**config.mk**
```make
export PLATFORM = sky130hd
export DESIGN_NAME = scan_tree
export DESIGN_NICKNAME = d
export VERILOG_FILES = /design/src/rtl/scan_tree_pkg.sv /design/src/rtl/scan_tree_cell.sv /design/src/rtl/scan_tree_route.sv /design/src/rtl/scan_tree.sv
export SDC_FILE = /design/constraint.sdc
export NUM_CORES = 1
export LEC_CHECK = 0
export ABC_CLOCK_PERIOD_IN_PS = 800
export BUFFER_PORTS_ARGS = -buffer_cell sky130_fd_sc_hd__buf_2
export CORE_AREA = 2 2 39 41
export DETAILED_ROUTE_END_ITERATION = 7
export DIE_AREA = 0 0 41 43
export SLEW_MARGIN = 20
export SYNTH_ARGS = -nofsm -noshare
export SYNTH_HDL_FRONTEND = slang
export SYNTH_SLANG_ARGS = --single-unit
```
**constraint.sdc**
```tcl
create_clock -name clk -period 0.8 [get_ports clk]
set_input_delay 0.04 -clock clk [delete_from_list [all_inputs] [get_ports clk]]
set_output_delay 0.04 -clock clk [all_outputs]
set_load 0.005 [all_outputs]
```
**src/rtl/scan_tree_pkg.sv**
```systemverilog
`timescale 1ns/1ps
package scan_tree_pkg;

    localparam int MAX_FF = 64;
    localparam int LVL_W  = 8;

    typedef enum logic {MAP_FREE = 1'b0, MAP_RUNS = 1'b1} map_mode_e;

    typedef logic [MAX_FF*LVL_W-1:0] lvl_map_t;
    typedef logic [MAX_FF-1:0]       run_mask_t;

    typedef struct packed {
        map_mode_e mode;
        lvl_map_t  map;
        run_mask_t starts;
        int        n;
        int        maxo;
    } tree_cfg_t;

    typedef struct packed {
        logic [LVL_W-1:0] level;
        logic [LVL_W-1:0] slot;
    } tree_loc_t;

    typedef struct packed {
        logic scan_d;
        logic func_d;
    } cell_in_t;

    // level before any output-limit split
    function automatic int raw_level(tree_cfg_t c, int i);
        int lv = 0;
        if (c.mode == MAP_FREE) begin
            lv = int'(c.map[i*LVL_W +: LVL_W]);
        end else begin
            for (int k = 1; k <= i; k++) if (c.starts[k]) lv++;
        end
        return lv;
    endfunction

    function automatic int raw_groups(tree_cfg_t c);
        int g = 0;
        for (int i = 0; i < c.n; i++) if (raw_level(c, i) + 1 > g) g = raw_level(c, i) + 1;
        return g;
    endfunction

    function automatic int raw_size(tree_cfg_t c, int g);
        int s = 0;
        for (int i = 0; i < c.n; i++) if (raw_level(c, i) == g) s++;
        return s;
    endfunction

    // extra levels created by splitting groups below g_lim
    function automatic int spill_levels(tree_cfg_t c, int g_lim);
        int s = 0;
        for (int g = 0; g < g_lim; g++)
            if (raw_size(c, g) > c.maxo) s += (raw_size(c, g) + c.maxo - 1) / c.maxo - 1;
        return s;
    endfunction

    function automatic int tree_height(tree_cfg_t c);
        return raw_groups(c) + spill_levels(c, raw_groups(c));
    endfunction

    function automatic tree_loc_t locate(tree_cfg_t c, int i);
        tree_loc_t loc;
        int raw   = raw_level(c, i);
        int rank  = 0;
        int chunk;
        int lv;
        for (int j = 0; j < i; j++) if (raw_level(c, j) == raw) rank++;
        chunk = rank / c.maxo;
        lv = (chunk == 0) ? raw : raw_groups(c) + spill_levels(c, raw) + chunk - 1;
        loc.level = LVL_W'(lv);
        loc.slot  = LVL_W'(rank % c.maxo);
        return loc;
    endfunction

    function automatic int level_size(tree_cfg_t c, int lvl);
        int s = 0;
        tree_loc_t loc;
        for (int i = 0; i < c.n; i++) begin
            loc = locate(c, i);
            if (int'(loc.level) == lvl) s++;
        end
        return s;
    endfunction

    function automatic int member_at(tree_cfg_t c, int lvl, int slot);
        int r = 0;
        tree_loc_t loc;
        for (int i = 0; i < c.n; i++) begin
            loc = locate(c, i);
            if (int'(loc.level) == lvl && int'(loc.slot) == slot) r = i;
        end
        return r;
    endfunction

    function automatic int out_width(tree_cfg_t c);
        int w = 1;
        for (int l = 0; l < tree_height(c); l++) if (level_size(c, l) > w) w = level_size(c, l);
        return w;
    endfunction

    function automatic int leaf_of(tree_cfg_t c, int j);
        int r = 0;
        for (int l = 0; l < tree_height(c); l++) if (level_size(c, l) > j) r = member_at(c, l, j);
        return r;
    endfunction

    // shift source of flip-flop i, -1 means the scan input
    function automatic int src_of(tree_cfg_t c, int i);
        tree_loc_t loc = locate(c, i);
        if (loc.level == '0) return -1;
        return member_at(c, int'(loc.level) - 1, 0);
    endfunction

endpackage

```
**src/rtl/scan_tree_cell.sv**
```systemverilog
`timescale 1ns/1ps
module scan_tree_cell
    import scan_tree_pkg::*;
(
    input  logic     clk,
    input  logic     rst,
    input  logic     scan_en,
    input  cell_in_t din,
    output logic     q
);

    always_ff @(posedge clk) begin
        if (rst)          q <= 1'b0;
        else if (scan_en) q <= din.scan_d;
        else              q <= din.func_d;
    end

endmodule

```
**src/rtl/scan_tree_route.sv**
```systemverilog
`timescale 1ns/1ps
module scan_tree_route
    import scan_tree_pkg::*;
#(
    parameter int        NUM_FF     = 9,
    parameter map_mode_e MAP_MODE   = MAP_FREE,
    parameter lvl_map_t  LEVEL_MAP  = {440'd0, 8'd0, 8'd4, 8'd1, 8'd2, 8'd3, 8'd2, 8'd2, 8'd1, 8'd0},
    parameter run_mask_t RUN_STARTS = '0,
    parameter int        MAX_OUT    = NUM_FF,
    localparam tree_cfg_t CFG = '{mode: MAP_MODE, map: LEVEL_MAP, starts: RUN_STARTS,
                                  n: NUM_FF, maxo: MAX_OUT},
    localparam int       OUT_W      = out_width(CFG)
) (
    input  logic              scan_in,
    input  logic [NUM_FF-1:0] state_q,
    output logic [NUM_FF-1:0] shift_src,
    output logic [NUM_FF-1:0] func_q,
    output logic [OUT_W-1:0]  scan_out
);

    assign func_q = state_q;

    for (genvar i = 0; i < NUM_FF; i++) begin : g_src
        localparam int SRC = src_of(CFG, i);
        if (SRC < 0) begin : g_root
            assign shift_src[i] = scan_in;
        end else begin : g_inner
            assign shift_src[i] = state_q[SRC];
        end
    end

    for (genvar j = 0; j < OUT_W; j++) begin : g_leaf
        localparam int LEAF = leaf_of(CFG, j);
        assign scan_out[j] = state_q[LEAF];
    end

endmodule

```
**src/rtl/scan_tree.sv**
```systemverilog
`timescale 1ns/1ps
module scan_tree
    import scan_tree_pkg::*;
#(
    parameter int        NUM_FF     = 9,
    parameter map_mode_e MAP_MODE   = MAP_FREE,
    parameter lvl_map_t  LEVEL_MAP  = {440'd0, 8'd0, 8'd4, 8'd1, 8'd2, 8'd3, 8'd2, 8'd2, 8'd1, 8'd0},
    parameter run_mask_t RUN_STARTS = '0,
    parameter int        MAX_OUT    = NUM_FF,
    localparam tree_cfg_t CFG = '{mode: MAP_MODE, map: LEVEL_MAP, starts: RUN_STARTS,
                                  n: NUM_FF, maxo: MAX_OUT},
    localparam int       OUT_W      = out_width(CFG)
) (
    input  logic              clk,
    input  logic              rst,
    input  logic              scan_en,
    input  logic              scan_in,
    input  logic [NUM_FF-1:0] func_d,
    output logic [NUM_FF-1:0] func_q,
    output logic [OUT_W-1:0]  scan_out
);

    logic [NUM_FF-1:0] state_q;
    logic [NUM_FF-1:0] shift_src;
    cell_in_t          cell_in [NUM_FF];

    for (genvar i = 0; i < NUM_FF; i++) begin : g_cell
        assign cell_in[i] = '{scan_d: shift_src[i], func_d: func_d[i]};
        scan_tree_cell u_cell (
            .clk     (clk),
            .rst     (rst),
            .scan_en (scan_en),
            .din     (cell_in[i]),
            .q       (state_q[i])
        );
    end

    scan_tree_route #(
        .NUM_FF     (NUM_FF),
        .MAP_MODE   (MAP_MODE),
        .LEVEL_MAP  (LEVEL_MAP),
        .RUN_STARTS (RUN_STARTS),
        .MAX_OUT    (MAX_OUT)
    ) u_route (
        .scan_in   (scan_in),
        .state_q   (state_q),
        .shift_src (shift_src),
        .func_q    (func_q),
        .scan_out  (scan_out)
    );

endmodule

```
Yosys cells after proc, flatten, opt, wreduce, memory -nomap -nowiden
Cells that the tools add are included.
W data, S select, Z words.
- register bits after elaboration: 9
- output and inout port bits: 12
- multiplexer cells: 9
- operators by type and width (operator ; number):
    $mux W1 ; 9

Logic depth before layout (Yosys ltp)
- word-level depth: 1
- gate-level depth with buffers: 3
- depth with buffers taken out: 2

Cells and area by module
Synthesis repeated with hierarchy kept, for this count alone.
- cell total of the unflattened synthesis: 48
- area total of the unflattened synthesis: 461.7 um2
- modules (own cells, without submodules) (module ; times used ; cells an instance ; area each (um2)):
    scan_tree_cell ; 9 ; 3 ; 33.8
    scan_tree_route ; 1 ; 21 ; 157.7

Worst setup path before layout
Ideal clock, no wire load.
- kind: register to register
- start point: register g_cell[2].u_cell.q
- end point: register g_cell[4].u_cell.q
- arrival time: 0.442 ns
- required time: 0.674 ns
- path slack: 0.232 ns
- cell stages (with the launch flop): 3
- period minus slack after synthesis: 0.568 ns
- cell sequence: dfxtp_1 > mux2i_1 > nor2_1
- cells in the longest elaborated chain, start to end: 1
- ends and longest elaborated chain (item ; RTL line ; text):
    start: declaration ; scan_tree_cell.sv:9 ; output logic q
    start signal: assignment ; scan_tree_cell.sv:14 ; else if (scan_en) q <= din.scan_d;
    start signal: assignment ; scan_tree_cell.sv:15 ; else q <= din.func_d;
    $mux W1 ; scan_tree_cell.sv:14 ;
    end signal: assignment ; scan_tree_cell.sv:14 ;
    end signal: assignment ; scan_tree_cell.sv:15 ;
    end: declaration ; scan_tree_cell.sv:9 ;
No other way between the ends.
A chain may end at the register's enable or synchronous reset.

Worst setup path in the final report
- start point: register g_cell[2].u_cell.q
- end point: output func_q[2]
- RTL lines (item ; RTL line ; text):
    end: declaration ; scan_tree.sv:19 ; output logic [NUM_FF-1:0] func_q,
No word-level cell between the ends.

==> results.md <==
- The critical path class is reg2out.
- The clock slew seen by the registers of the worst setup and hold paths is 60 ps.
- The worst-case IR drop observed on VDD is 0.853 mV.
- The worst register-to-register path has a depth of 2.
- The worst stage delay on the critical path is 330 ps.
- Buffers inserted to repair hold after CTS numbered 0.
- Once the floorplan was initialized, standard cells occupied between 20 and 30% of the core.
- The number of cells after detailed placement is 70.
- The number of max-cap violations is 0.
- The net switching power of the design is 211 uW.
- The cell type contributing the most total cell area after synthesis is sky130_fd_sc_hd__dfxtp_1.
- Setup violations remaining at the end of the flow were counted as 0.
- From left edge to right edge, the die measures 41 um.
- The largest registers in the layout are g_cell.u_cell.q x9.
- Derived from the worst setup path, the maximum achievable clock frequency is 1370 MHz.
- The average instance area after synthesis is 9.21 um2.
- The number of sinks handled by clock tree synthesis is 9.
- The die span in y is 43 um.
- The area added between synthesis and finish is 15.1%.
- The number of pins with negative max-slew slack in the final report is 0.
- In this run, flip-flops and latches consume 51.3% of the power.
- The number of logic stages on the critical path including buffering is 1.
- In this run the power density over the cells is about 2000 nW/um2.
- By area the synthesized netlist is led by sky130_fd_sc_hd__dfxtp_1, sky130_fd_sc_hd__buf_4, sky130_fd_sc_hd__nand2b_1.
- The sum of overflow across all layers after global routing is 0.
- By count the netlist is led by sky130_fd_sc_hd__buf_4, sky130_fd_sc_hd__dfxtp_1, sky130_fd_sc_hd__a21oi_1.
- The flow ran to the end, and the final reports show no timing, DRC or antenna violations.
- Entering global routing, the biggest net connects 13 pins.
- The final layout contains 72 nets.
- The number of global-route vias before repair came to roughly 260.
- In this run the tightest slew margin relative to its limit is between 80 and 90%.
- The critical path goes through buf_2.
- The final hold violation count is 0.
- The final critical-path required period is 728 ps.
- The worst clock skew is around 3.2 ps.
- The final weighted congestion in routability-driven placement is 0.594.
- In this run the number of H-tree levels came out at 1.
- The clock root buffer is sky130_fd_sc_hd__clkbuf_4.
- The main flop type after synthesis is sky130_fd_sc_hd__dfxtp_1.
- The post-route netlist has 48.3% of its cells at a drive strength greater than 1.
- The number of antenna violations at the first check in global routing is 0.
- Setup repair after global routing left no endpoint under its margin.
- The number of clock buffers added by TritonCTS is 3.
- Once layout is complete, the cells apart from fillers number between 70 and 80.
- In this run the deepest clock path goes through 2 buffers.
- Of all nets on the critical path, the largest fanout is 2.
- STA puts the critical path data required time at between 700 and 800 ps.
- The instance count along the most critical hold path is 3.
- The most frequent cell after synthesis is sky130_fd_sc_hd__buf_4.
- Dividing the detail-routed via count by the number of cells gives 4.03.
- For this run, the register share of the synthesized area comes to between 40% and 50%.
- The violation count after the first detailed-route iteration is 0.
- The number of setup buffers added after CTS is 0.
- The share of total power dissipated in the clock network is 36.4%.
- 25 I/O pins were placed.
- The die covers 1760 um2.
- Together, buffers and inverters on the worst path number 1.
- The post-layout instance area is between 400 and 500 um2.
- The initialized floorplan defines 14 standard-cell rows.
- The analysis attributes to cell leakage a power of between 0.0002 and 0.00025 uW.
- Of the available clock period, the critical path in the final layout requires 90.9%.
- The count of cell types in the netlist is 10.
- The placed cell area is 440 um2.
- The part of the total power dissipated in combinational logic is 12.3%.
- Hold is met by between 15 and 20 ps.
- The category of cells accounting for the largest share of critical-path delay is flip-flops.
- In this run the biggest area consumer among cell types represents 44.4% of the synthesized area.
- Of the total power, the share spent switching nets is 22.4%.
- Adding up every negative setup slack in the final design gives 0 ps.
- The CTS tree is yes.
- For this run, the detailed router's first-pass iteration total came to 1.
- The total DRC errors in the routed layout is 0.
- The antenna diode instance count is 0.
- The synthesized netlist occupies a cell area of 405 um2.
- The number of enable flip-flop cells after synthesis is 0.
- STA classifies the critical path startpoint as a flip-flop.
- The overall fraction of global-route tracks in use is 8.88%.
- g_cell.u_cell.q holds more flip-flops than any other register.
- The post-synthesis async set-or-reset flop share is 0%.
- The first-pass GRT wire length is 972 um.
- The number of flip-flops in the largest register is 9.
- The average wire length per cell after detail routing is 8.54 um.
- After floorplanning, the core was sized to cover about 1400 um2.
- The count of nets left with antenna violations once routing finished came out at 0.
- Counting flops and latches in the post-synthesis netlist gives 9.
- The net count after synthesis is 57.
- The count of cells resized by post-cts repair is 0.
- Yosys printed 0 warnings.
- STA classifies the critical path endpoint as an output pin.
- During placement, the flow inserted port buffers numbering 24.
- The type of the tightest min-delay check is in2reg.
- The total power of the final layout is ~940 uW.
- The cell with the biggest individual delay on the critical path is sky130_fd_sc_hd__dfxtp_1.
- The detailed-route wire length is around 630 um.
- Across all layers, the routed design uses 298 vias.
- For the pin with the worst max-slew slack, the measured transition is 191 ps.
- STA puts the critical path data arrival time at roughly 690 ps.
- For the worst-skew pair, the clock arrives at the later sink with an insertion delay of 260 ps.
- Cell internal power was estimated by the tool at 731 uW.
- Counting every instance in the synthesized netlist gives 44.
- After filler insertion, the fill cell instance count of the layout stands at 144.
## metrics by stage
stage	setup WS [ps]	util, %
after floorplan	232	-
after global placement	188	31.8
after detailed placement	185	31.8
after CTS	50.0	33.7
after global routing	15.7	33.7
final	72.5	33.7
## tightest hold or removal path: stages
cell and delay [ps]:
sky130_fd_sc_hd__buf_2 80, sky130_fd_sc_hd__mux2i_1 50, sky130_fd_sc_hd__nor2_1 70
## placed cells by master (no fill, tap or decap)
| cell type | Yosys | routed |
|---|---|---|
| sky130_fd_sc_hd__buf_2 | 0 | 24 |
| sky130_fd_sc_hd__dfxtp_1 | 9 | 9 |
| sky130_fd_sc_hd__nand2_1 | 3 | 3 |
| sky130_fd_sc_hd__a21oi_1 | 7 | 7 |
| sky130_fd_sc_hd__nand2b_2 | 1 | 1 |
| sky130_fd_sc_hd__clkbuf_4 | 0 | 3 |
| sky130_fd_sc_hd__nor2_1 | 2 | 2 |
| sky130_fd_sc_hd__clkbuf_1 | 1 | 1 |
| sky130_fd_sc_hd__mux2i_1 | 2 | 2 |
| sky130_fd_sc_hd__nand2b_1 | 6 | 6 |
## metal layers
metal,GRT usage [%],vias up,wire (um)
met4,10.0,0,10
li1,-,156,-
met5,0,-,0
met2,11.6,16,270
met3,3.14,2,63
met1,9.80,124,288
## final timing paths
path                      start                 end  slack, ps
max          g_cell[2].u_cell.q           func_q[2]         70
min                   func_d[7]  g_cell[7].u_cell.q         20
min reg2reg  g_cell[0].u_cell.q  g_cell[1].u_cell.q        480
max reg2reg  g_cell[1].u_cell.q  g_cell[2].u_cell.q        200
## cell type report
cell class / count / area (um2) / share of cell area (%)
flip-flops and latches: 9 / 180 / 38.6
multi-input cells: 21 / 120 / 25.7
repair buffers: 24 / 120 / 25.7
clock buffers: 4 / 26.3 / 5.63
well taps: 16 / 20.0 / 4.29
## power groups by stage
stage | registers, uW | logic, uW | clock network, uW
6_report | 483 | 116 | 343
5_1_grt | 487 | 132 | 385
4_1_cts | 484 | 118 | 360
3_5_place_dp | 494 | 118 | 0
3_3_place_gp | 494 | 116 | 0
2_1_floorplan | 494 | 102 | 0
## cells by family (layout without fill, tap and decap cells)
| logic type | count (synthesis) | in the layout | synth area share, % |
|---|---|---|---|
| compound gates | 7 | 7 | 8.64 |
| buf+inv | 14 | 28 | 25.9 |
| flops | 9 | 9 | 44.4 |
| mux | 2 | 2 | 4.94 |
| simple gates | 12 | 12 | 16.1 |
No activity file was read; power rests on OpenSTA's default activity.
